## src/rtl/acc_alu_pkg.sv

```systemverilog
package acc_alu_pkg;

    localparam int OP_W = 4;

    typedef enum logic [OP_W-1:0] {
        ALU_ADD = 4'd0,
        ALU_ADC = 4'd1,
        ALU_SUB = 4'd2,
        ALU_INC = 4'd3,
        ALU_DEC = 4'd4,
        ALU_CMP = 4'd5,
        ALU_AND = 4'd6,
        ALU_OR  = 4'd7,
        ALU_XOR = 4'd8
    } alu_op_e;

    // Second adder input choice
    typedef enum logic [1:0] {
        OPB_B    = 2'd0,
        OPB_NOTB = 2'd1,
        OPB_ZERO = 2'd2,
        OPB_ONES = 2'd3
    } opb_sel_e;

    // Adder carry-in choice
    typedef enum logic [1:0] {
        CIN_ZERO = 2'd0,
        CIN_ONE  = 2'd1,
        CIN_FLAG = 2'd2
    } cin_sel_e;

    typedef enum logic [1:0] {
        LF_AND  = 2'd0,
        LF_OR   = 2'd1,
        LF_XOR  = 2'd2,
        LF_NONE = 2'd3
    } logic_fn_e;

    typedef struct packed {
        logic      valid;
        logic      is_arith;
        logic      writes_a;
        logic      borrow;
        opb_sel_e  opb;
        cin_sel_e  cin;
        logic_fn_e lfn;
    } alu_ctrl_t;

    function automatic alu_ctrl_t decode_op(input logic [OP_W-1:0] code);
        alu_ctrl_t c;
        c = '{valid: 1'b1, is_arith: 1'b1, writes_a: 1'b1, borrow: 1'b0,
              opb: OPB_B, cin: CIN_ZERO, lfn: LF_NONE};
        case (code)
            ALU_ADD: ;
            ALU_ADC: c.cin = CIN_FLAG;
            ALU_SUB: begin c.opb = OPB_NOTB; c.cin = CIN_ONE; c.borrow = 1'b1; end
            ALU_INC: begin c.opb = OPB_ZERO; c.cin = CIN_ONE; end
            ALU_DEC: begin c.opb = OPB_ONES; c.borrow = 1'b1; end
            ALU_CMP: begin
                c.opb = OPB_NOTB; c.cin = CIN_ONE; c.borrow = 1'b1; c.writes_a = 1'b0;
            end
            ALU_AND: begin c.is_arith = 1'b0; c.lfn = LF_AND; end
            ALU_OR:  begin c.is_arith = 1'b0; c.lfn = LF_OR;  end
            ALU_XOR: begin c.is_arith = 1'b0; c.lfn = LF_XOR; end
            default: begin c.valid = 1'b0; c.writes_a = 1'b0; end
        endcase
        return c;
    endfunction

endpackage

```

## src/rtl/acc_alu_arith.sv

```systemverilog
module acc_alu_arith
    import acc_alu_pkg::*;
#(
    parameter int W = 8
) (
    input  logic [W-1:0] a,
    input  logic [W-1:0] b,
    input  logic         flag_cin,
    input  opb_sel_e     opb,
    input  cin_sel_e     cin,
    input  logic         borrow,
    output logic [W-1:0] sum,
    output logic         cy
);
    logic [W-1:0] y;
    logic         c0;
    logic [W:0]   wide;

    always_comb begin
        case (opb)
            OPB_B:    y = b;
            OPB_NOTB: y = ~b;
            OPB_ZERO: y = '0;
            default:  y = '1;
        endcase
        case (cin)
            CIN_ONE:  c0 = 1'b1;
            CIN_FLAG: c0 = flag_cin;
            default:  c0 = 1'b0;
        endcase
        wide = {1'b0, a} + {1'b0, y} + {{W{1'b0}}, c0};
        sum  = wide[W-1:0];
        // subtract-type ops report a borrow, the inverse of carry-out
        cy   = borrow ? ~wide[W] : wide[W];
    end
endmodule

```

## src/rtl/acc_alu_logic.sv

```systemverilog
module acc_alu_logic
    import acc_alu_pkg::*;
#(
    parameter int W = 8
) (
    input  logic [W-1:0] a,
    input  logic [W-1:0] b,
    input  logic_fn_e    lfn,
    output logic [W-1:0] y
);
    always_comb begin
        case (lfn)
            LF_AND:  y = a & b;
            LF_OR:   y = a | b;
            LF_XOR:  y = a ^ b;
            default: y = '0;
        endcase
    end
endmodule

```

## src/rtl/acc_alu_flagreg.sv

```systemverilog
module acc_alu_flagreg #(
    parameter int W = 8
) (
    input  logic         clk,
    input  logic         rst,
    input  logic         load,
    input  logic         wr_d,
    input  logic [W-1:0] res_d,
    input  logic         zero_d,
    input  logic         carry_d,
    output logic [W-1:0] res_q,
    output logic         wr_q,
    output logic         zero_q,
    output logic         carry_q
);
    always_ff @(posedge clk) begin
        if (rst) begin
            res_q   <= '0;
            wr_q    <= 1'b0;
            zero_q  <= 1'b0;
            carry_q <= 1'b0;
        end else begin
            wr_q <= load & wr_d;
            if (load) begin
                res_q   <= res_d;
                zero_q  <= zero_d;
                carry_q <= carry_d;
            end
        end
    end
endmodule

```

## src/rtl/acc_alu_top.sv

```systemverilog
module acc_alu_top
    import acc_alu_pkg::*;
#(
    parameter int W = 8
) (
    input  logic            clk,
    input  logic            rst,
    input  logic            exec_i,
    input  logic [OP_W-1:0] op_i,
    input  logic [W-1:0]    a_i,
    input  logic [W-1:0]    b_i,
    input  logic            carry_i,
    output logic [W-1:0]    result_o,
    output logic            wr_a_o,
    output logic            zero_o,
    output logic            carry_o
);
    alu_ctrl_t    ctrl;
    logic [W-1:0] arith_y;
    logic         arith_cy;
    logic [W-1:0] logic_y;
    logic [W-1:0] res_d;
    logic         cy_d;

    assign ctrl = decode_op(op_i);

    acc_alu_arith #(.W(W)) arith_i (
        .a(a_i), .b(b_i), .flag_cin(carry_i),
        .opb(ctrl.opb), .cin(ctrl.cin), .borrow(ctrl.borrow),
        .sum(arith_y), .cy(arith_cy)
    );

    acc_alu_logic #(.W(W)) logic_i (
        .a(a_i), .b(b_i), .lfn(ctrl.lfn), .y(logic_y)
    );

    always_comb begin
        res_d = ctrl.is_arith ? arith_y : logic_y;
        cy_d  = ctrl.is_arith ? arith_cy : 1'b0;
    end

    acc_alu_flagreg #(.W(W)) flags_i (
        .clk(clk), .rst(rst),
        .load(exec_i & ctrl.valid),
        .wr_d(ctrl.writes_a),
        .res_d(res_d),
        .zero_d(~|res_d),
        .carry_d(cy_d),
        .res_q(result_o), .wr_q(wr_a_o),
        .zero_q(zero_o), .carry_q(carry_o)
    );
endmodule

```

## config.mk

```make
export PLATFORM = sky130hd
export DESIGN_NAME = acc_alu_top
export DESIGN_NICKNAME = d
export VERILOG_FILES = /design/src/rtl/acc_alu_pkg.sv /design/src/rtl/acc_alu_arith.sv /design/src/rtl/acc_alu_logic.sv /design/src/rtl/acc_alu_flagreg.sv /design/src/rtl/acc_alu_top.sv
export SDC_FILE = /design/constraint.sdc
export NUM_CORES = 1
export LEC_CHECK = 0
export BUFFER_PORTS_ARGS = -buffer_cell sky130_fd_sc_hd__buf_2
export CORE_ASPECT_RATIO = 2
export CORE_MARGIN = 5
export CORE_UTILIZATION = 30
export DETAILED_ROUTE_END_ITERATION = 7
export SETUP_SLACK_MARGIN = 0.02
export SLEW_MARGIN = 20
export SYNTH_ARGS = -nofsm -noshare
export SYNTH_HDL_FRONTEND = slang
export SYNTH_SLANG_ARGS = --single-unit
```

## constraint.sdc

```tcl
create_clock -name clk -period 5.35 [get_ports clk]
set_input_delay 0.8025 -clock clk [delete_from_list [all_inputs] [get_ports clk]]
set_output_delay 0.8025 -clock clk [all_outputs]
set_load 0.05 [all_outputs]
```

Word-level counts from Yosys, hierarchy flattened
Cells that the tools add are included.
- bits in registers: 11
- word-level logic and storage cells: 50
- add/sub/neg operators: 2
- eq/ne operators: 14
- multiplexer cells: 12
- bitwise gates (word level): 7
- reductions and logical operators: 11
- operators by type and width (cell ; count):
    case mux 8 bit (3 select lines) ; 2
    == test 4 x 3 -> 1 bit, second input constant ; 4
    OR reduction 8 bit ; 2
    case mux 2 bit (3 select lines) ; 2
    adder 8 x 8 -> 9 bit ; 1
    adder 9 x 1 -> 9 bit ; 1
    OR reduction 3 bit ; 3
    OR reduction 9 bit ; 1
    bitwise AND 8 bit ; 1
    == test 4 x 2 -> 1 bit, second input constant ; 2
    2-to-1 mux 8 bit ; 1
    NOT 8 bit ; 1
    OR 8 bit ; 1
    XOR 8 bit ; 1
    == test 2 x 1 -> 1 bit, second input constant ; 3
    == test 2 bit, second input constant ; 3
    2-to-1 mux 1 bit ; 5
    == test 4 x 1 -> 1 bit, second input constant ; 1
    == test 4 bit, second input constant ; 1
    logical NOT 2 bit ; 2
    logical NOT 4 bit ; 1
    case mux 2 bit (2 select lines) ; 1
    bitwise AND 1 bit ; 2
    case mux 1 bit (2 select lines) ; 1
    3 further kinds ; 3

Longest topological paths before layout
Gate-level depths: netlist of run 1.
- word-level depth: 10
- gate-level depth with buffers: 17
- depth with buffers taken out: 15

By module
From an unflattened synthesis of run 1, not the netlist that was laid out.
- cell total of the unflattened synthesis: 200
- area, all modules: 1724.2 um^2
- by module, submodules not included (module ; times used ; cells each ; area each (um^2) ; sequential area each (um^2)):
    acc_alu_arith ; 1 ; 69 ; 544.3 ; 0.0
    acc_alu_logic ; 1 ; 52 ; 484.2 ; 0.0
    acc_alu_flagreg ; 1 ; 35 ; 381.6 ; 220.2
    acc_alu_top ; 1 ; 44 ; 314.1 ; 0.0

Worst setup path after synthesis of run 1
OpenSTA, ideal clock, no wires.
- path type: input -> register
- from: input port op_i[1]
- to: register flags_i.carry_q
- data arrival time: 4.114 ns
- required time: 5.233 ns
- setup slack: 1.119 ns
- stages: 16
- path buffers: 3
- cells stage by stage: buf_2 -> clkbuf_1 -> buf_1 -> mux2i_1 -> or2_2 -> ha_1 -> a21oi_1 -> nor2_1 -> fa_1 -> fa_1 -> a21o_1 -> a221oi_1 -> o21bai_1 -> a21oi_1 -> mux2i_1 -> nand2_1
- cells in the longest elaborated chain, start to end: 10
- RTL lines (item ; line ; text):
    start: declaration ; acc_alu_top.sv:9 ; input logic [OP_W-1:0] op_i,
    == test 4 x 3 -> 1 bit / == test 4 x 2 -> 1 bit (equally long branches) ; acc_alu_pkg.sv:53 ; case (code)
    OR reduction 2 bit (no source line) ; n/a ;
    case mux 2 bit (3 select lines) ; acc_alu_pkg.sv:53 ;
    == test 2 bit, or another cell as far along ; acc_alu_arith.sv:20 ; case (opb)
    case mux 8 bit (3 select lines) ; acc_alu_arith.sv:20 ;
    adder 8 x 8 -> 9 bit ; acc_alu_arith.sv:31 ; wide = {1'b0, a} + {1'b0, y} + {{W{1'b0}}, c0};
    adder 9 x 1 -> 9 bit ; acc_alu_arith.sv:31 ;
    NOT 1 bit ; acc_alu_arith.sv:34 ; cy = borrow ? ~wide[W] : wide[W];
    2-to-1 mux 1 bit ; acc_alu_arith.sv:34 ;
    2-to-1 mux 1 bit ; acc_alu_top.sv:39 ; cy_d = ctrl.is_arith ? arith_cy : 1'b0;
    end signal: assignment ; acc_alu_flagreg.sv:27 ; carry_q <= carry_d;
    end: declaration ; acc_alu_flagreg.sv:14 ; output logic carry_q
Parallel ways exist; a longest one is shown, timed or not.
A chain may end at the register's enable or synchronous reset.

Worst setup path in the final report of run 1
- from: input port op_i[0]
- to: register flags_i.carry_q
Same word-level chain as after synthesis.

==> flow_metrics.env, run 1 <==
export IMPL_seq_area_frac_synth_pct=12.4
export IMPL_wl_met2_um=2560
export IMPL_synthMuxAreaShare_pct=6.19
export IMPL_yosysTopAreaCell="ha_1"
export IMPL_antenna_found_initial=0
export IMPL_synth_flop_cell="dfxtp_1"
export IMPL_synth_cells=246
export IMPL_area_growth_pct=14.6
export IMPL_numPortBuffers=34
export IMPL_ctsRootBufferMaster="clkbuf_16"
export IMPL_synth_top_family_by_area="compound AO/OA/AOI/OAI gates"
export IMPL_synth_seq_cells=11
export IMPL_hold_path_class="reg -> reg"
export IMPL_synth_fa_ha_area_share_pct=19.8
export IMPL_final_cells=330
export IMPL_synth_area_um2=1780
export IMPL_power_total_uw=422
export IMPL_synth_compound_area_share_pct=26.7
export IMPL_seq_power_share_pct=21.7
export IMPL_routed_wirelength_um=4710
export IMPL_fmax_ghz=0.240
export IMPL_grtUsageTotal_pct=12.3
export IMPL_p_per_area_nw_per_um2=207
export IMPL_hold_ws_ns=0.466
export IMPL_initial_utilization_pct=30.9
export IMPL_p_sw_share_pct=37.3
export IMPL_syn_nets=297
export IMPL_cts_buffers=3
export IMPL_die_area_um2=7660
export IMPL_layout_drive_gt1_share_pct=16.0
export IMPL_rsz0062_at_grt="no"
export IMPL_fillers=657
export IMPL_synthArstFlopShare_pct=0
export IMPL_arrival_ns=4.29
export IMPL_postCtsHoldBufs=0
export IMPL_maxCapViolCount=0
export IMPL_vdd_drop_max_v=0.0000913
export IMPL_pin_count=35
export IMPL_whs_path_depth=2
export IMPL_clock_path_buffers=2
export IMPL_cts_tree="done"
export IMPL_reg2reg_depth=2
export IMPL_netlist_top_cells_area="ha_1, dfxtp_1, a21oi_1"
export IMPL_dp_hpwl_um=3740
export IMPL_worst_pin_slew_ns=0.578
export IMPL_timing_final_hold_violations=0
export IMPL_std_cell_rows=39
export IMPL_gp_congestion=0.878
export IMPL_critical_path_class="in -> reg"
export IMPL_fin_skew_ns=0
export IMPL_grt_pass1_vias=1726
export IMPL_p_int_uw=264
export IMPL_cp_max_fo=32
export IMPL_setup_violations_final=0
export IMPL_antenna_left=0
export IMPL_postCtsResizedCells=0
export IMPL_num_antenna_cells=0
export IMPL_final_max_slew_viol_count=0
export IMPL_numClockSinks=11
export IMPL_utilization_pct=35.4
export IMPL_critPathRequiredTime_ns=5.48
export IMPL_switchingPower_uw=157
export IMPL_comb_power_share_pct=46.4
export IMPL_vias=1771
export IMPL_drt_iter0_drc=31
export IMPL_synth_xor_area_share_pct=1.48
export IMPL_crit_chain="buf_2 -> nor2b_1 -> mux2i_1 -> or2_2 -> ha_1 -> a21oi_1 -> nor2_1 -> fa_1 -> fa_1 -> a21o_1 -> a221oi_1 -> o21bai_1 -> a21oi_1 -> mux2i_1 -> nand2_1"
export IMPL_postSynthAreaPerCell_um2=7.23
export IMPL_synth_edff_count=0
export IMPL_grt_pass1_wl_um=7790
export IMPL_synthSimpleGateAreaFrac_pct=23.6
export IMPL_die_x_um=64.5
export IMPL_dpl_cell_count=326
export IMPL_grt_max_degree=33
export IMPL_setup_tns_ns=0
export IMPL_final_net_count=321
export IMPL_cp_slowest_cell="buf_2"
export IMPL_synth_top_area_share_pct=17.6
export IMPL_drcViolationCount=0
export IMPL_clk_pin_slew_ns=0.04
export IMPL_met1_length_um=1950
export IMPL_synth_warning_count=0
export IMPL_synth_cell_types=55
export IMPL_dr_pass1_iters=6
export IMPL_pwr_share_clk_pct=31.9
export IMPL_slowest_delay_ns=0.46
export IMPL_slew_headroom_pct=61.5
export IMPL_post_cts_buffers=0
export IMPL_status="finished clean"
export IMPL_cts_htree_levels=1
export IMPL_core_um2=5760
export IMPL_fin_crit_sh_pct=77.8
export IMPL_endpoint_kind="flop"
export IMPL_wl_met3_um=88
export IMPL_layout_common_cells="buf_2, nor2_1, a21oi_1"
export IMPL_die_y_um=119
export IMPL_clock_latency_ns=0.23
export IMPL_final_common_cell="buf_2"
export IMPL_start_kind="input port"
export IMPL_fin_crit_ns=4.16
export IMPL_drt_wirelength_per_cell_um=14.3
export IMPL_p_leak_uw=0.00100
export IMPL_overflow=0
export IMPL_post_drt_via_cell_ratio=5.37
export IMPL_top_layer_used="met4"
-- registers in the layout (all words and copies together) (netlist names) --
name             flops
flags_i.wr_q         1
flags_i.res_q        8
flags_i.zero_q       1
flags_i.carry_q      1
-- per-stage QoR --
stage	setup WS, ns	area [µm²]
4_1_cts	1.17	2040
6_report	1.19	2040
3_5_place_dp	0.934	1960
3_3_place_gp	0.990	1960
2_1_floorplan	1.12	1780
5_1_grt	0.897	2040
-- kinds of logic after synthesis --
| kind of cell | count (synthesis) |
|---|---|
| AND/OR/NAND/NOR | 78 |
| AO/OA/AOI/OAI | 74 |
| buffers and inverters | 42 |
| adder cells (fa/ha/maj) | 27 |
| multiplexers | 11 |
| flip-flops | 11 |
| XOR/XNOR | 3 |
-- cell usage after synthesis, drive strengths merged, types with 4 or more instances --
cell / n
a211oi: 8
a21oi: 30
buf: 8
clkbuf: 9
dfxtp: 11
ha: 25
inv: 25
mux2i: 11
nand2: 11
nor2: 32
nor3: 4
nor3b: 4
o21ai: 5
o22ai: 10
-- worst max-delay path, delay by kind of cell --
family	cells	cell delay [ns]
buf+inv	1	0.46
fa+ha+maj	3	1.06
compound gates	5	1.00
simple gates	4	0.68
mux	2	0.29
-- power groups by stage --
stage	Sequential [µW]	Clock, µW	Combinational [µW]
global route	92.1	141	219
floorplan	115	0	127
finish	91.4	135	196
detailed placement	93.0	0	197
global placement	93.1	0	194
CTS	91.6	138	198
-- final cells by class --
class | count | area (µm²) | share of cell area (%)
Inverter | 25 | 93.8 | 4.60
Timing Repair Buffer | 36 | 185 | 9.09
Tap cell | 61 | 76.3 | 3.74
Multi-Input combinational cell | 193 | 1380 | 67.9
Clock buffer | 4 | 78.8 | 3.87
Sequential cell | 11 | 220 | 10.8
-- path summary, 6_finish.rpt --
kind,startpoint,end,slack [ns]
max,op_i[0],flags_i.carry_q,1.19
min,flags_i.res_q[0],flags_i.res_q[0],0.47
max reg2reg,flags_i.res_q[2],flags_i.res_q[2],4.69
min reg2reg,flags_i.res_q[0],flags_i.res_q[0],0.47
-- metal layers --
metal	GRT usage (%)	vias to the layer above
met4	5.96	0
li1	-	924
met5	0	-
met2	22.7	26
met3	1.32	8
met1	13.5	813
Power figures use the tool's default switching activity.
==> run 2: changes to the inputs <==
- clock period: 5.35 -> 3.9 ns (I/O delays scaled with it)
==> flow_metrics.env, run 2 (synthesized netlist as in run 1, its figures left out) <==
export IMPL_dr_pass1_iters=4
export IMPL_clock_path_buffers=2
export IMPL_numPortBuffers=34
export IMPL_post_cts_buffers=0
export IMPL_slew_headroom_pct=68.2
export IMPL_switchingPower_uw=219
export IMPL_fillers=626
export IMPL_grt_pass1_vias=1747
export IMPL_final_common_cell="buf_2"
export IMPL_largest_register_ffs=8
export IMPL_numClockSinks=11
export IMPL_final_cells=334
export IMPL_status="finished clean"
export IMPL_dpl_cell_count=330
export IMPL_critPathRequiredTime_ns=4.03
export IMPL_critical_path_class="in -> reg"
export IMPL_postCtsResizedCells=0
export IMPL_timing_final_hold_violations=0
export IMPL_layout_common_cells="buf_2, nor2_1, a21oi_1"
export IMPL_fmax_ghz=0.282
export IMPL_endpoint_kind="flop"
export IMPL_ctsRootBufferMaster="clkbuf_16"
export IMPL_pre_cts_slack_ns=0.113
export IMPL_drt_iter0_drc=54
export IMPL_crit_chain="buf_2 -> nor2b_1 -> mux2i_1 -> or2_2 -> ha_1 -> a21oi_1 -> nor2_1 -> fa_1 -> fa_1 -> a21o_1 -> a221oi_1 -> o21bai_1 -> a21oi_1 -> mux2i_1 -> nand2_1"
export IMPL_p_int_uw=365
export IMPL_setup_violations_final=0
export IMPL_cts_tree="done"
export IMPL_hold_ws_ns=0.452
export IMPL_p_per_area_nw_per_um2=283
export IMPL_worst_pin_slew_ns=0.475
export IMPL_core_um2=5760
export IMPL_multi_input_area_um2=1380
export IMPL_initial_utilization_pct=30.9
export IMPL_vias=1803
export IMPL_clk_pin_slew_ns=0.04
export IMPL_gp_congestion=0.853
export IMPL_setup_tns_ns=0
export IMPL_largest_register="flags_i.res_q"
export IMPL_hold_path_class="reg -> reg"
export IMPL_seq_power_share_pct=21.5
export IMPL_die_x_um=64.5
export IMPL_final_max_slew_viol_count=0
export IMPL_p_sw_share_pct=37.5
export IMPL_clock_latency_ns=0.24
export IMPL_num_antenna_cells=0
export IMPL_fin_crit_sh_pct=90.8
export IMPL_slowest_delay_ns=0.45
export IMPL_die_y_um=119
export IMPL_std_cell_rows=39
export IMPL_drt_wirelength_per_cell_um=14.0
export IMPL_dp_hpwl_um=3790
export IMPL_vdd_drop_max_v=0.000119
export IMPL_cp_max_fo=9
export IMPL_p_leak_uw=0.00102
export IMPL_overflow=0
export IMPL_post_drt_via_cell_ratio=5.40
export IMPL_layout_drive_gt1_share_pct=17.2
export IMPL_start_kind="input port"
export IMPL_grt_max_degree=31
export IMPL_r2r_setup_slack_ns=3.24
export IMPL_cp_slowest_cell="fa_1"
export IMPL_cts_buffers=3
export IMPL_comb_power_share_pct=46.5
export IMPL_setup_ws_ns=0.357
export IMPL_fin_crit_ns=3.54
export IMPL_pin_count=35
export IMPL_die_area_um2=7660
export IMPL_antenna_found_initial=0
export IMPL_antenna_left=0
export IMPL_grt_pass1_wl_um=7960
export IMPL_cts_htree_levels=1
export IMPL_pwr_share_clk_pct=32.0
export IMPL_rsz0062_at_grt="no"
export IMPL_final_net_count=325
export IMPL_routed_wirelength_um=4670
export IMPL_fin_skew_ns=0
export IMPL_arrival_ns=3.67
export IMPL_power_total_uw=585
export IMPL_grtUsageTotal_pct=12.7
export IMPL_drcViolationCount=0
export IMPL_postCtsHoldBufs=0
export IMPL_area_growth_pct=16.2
export IMPL_regArea_um2=220
export IMPL_maxCapViolCount=0
## run 2: cell count changes in the layout (fill, tap and decap cells not counted), sizes merged
cell,before,now
buf,36,40
## run 2: path summary, 6_finish.rpt
check	cells past startpoint	from	to
max reg2reg	3	flags_i.res_q[6]	flags_i.res_q[6]
max	15	op_i[1]	flags_i.carry_q
min reg2reg	2	flags_i.res_q[0]	flags_i.res_q[0]
min	2	flags_i.res_q[0]	flags_i.res_q[0]
## run 2: stage by stage
step	utilization [%]	area (µm²)
after floorplan	-	1780
after global placement	34.6	1990
after detailed placement	34.6	1990
after CTS	35.9	2070
after global routing	35.9	2070
final	35.9	2070
## run 2: final cells by class
cell class                      instances  area share (%)
Inverter                               25            4.54
Clock buffer                            4            3.81
Timing Repair Buffer                   40            10.4
Sequential cell                        11            10.6
Multi-Input combinational cell        193            66.9
Tap cell                               61            3.69
## run 2: power groups by stage
stage	clock, µW	sequential (µW)	combinational, µW
floorplan	0	158	174
global placement	0	127	268
detailed placement	0	128	272
CTS	191	126	273
global route	194	127	303
finish	187	126	272
## run 2: critical path, delay by kind of cell
kind	cells	cell delay, ns
adders and majority gates	3	1.07
AOI/OAI and AO/OA	5	1.00
and+or+nand+nor	4	0.57
muxes	2	0.29
buffers and inverters	1	0.15
## run 2: per-layer routing
metal / vias up / global-route usage (%) / wire (µm)
met5: - / 0 / 0
met4: 0 / 4.77 / 29
met3: 2 / 1.60 / 135
met2: 27 / 24.1 / 2550
met1: 843 / 13.8 / 1950
li1: 931 / - / -
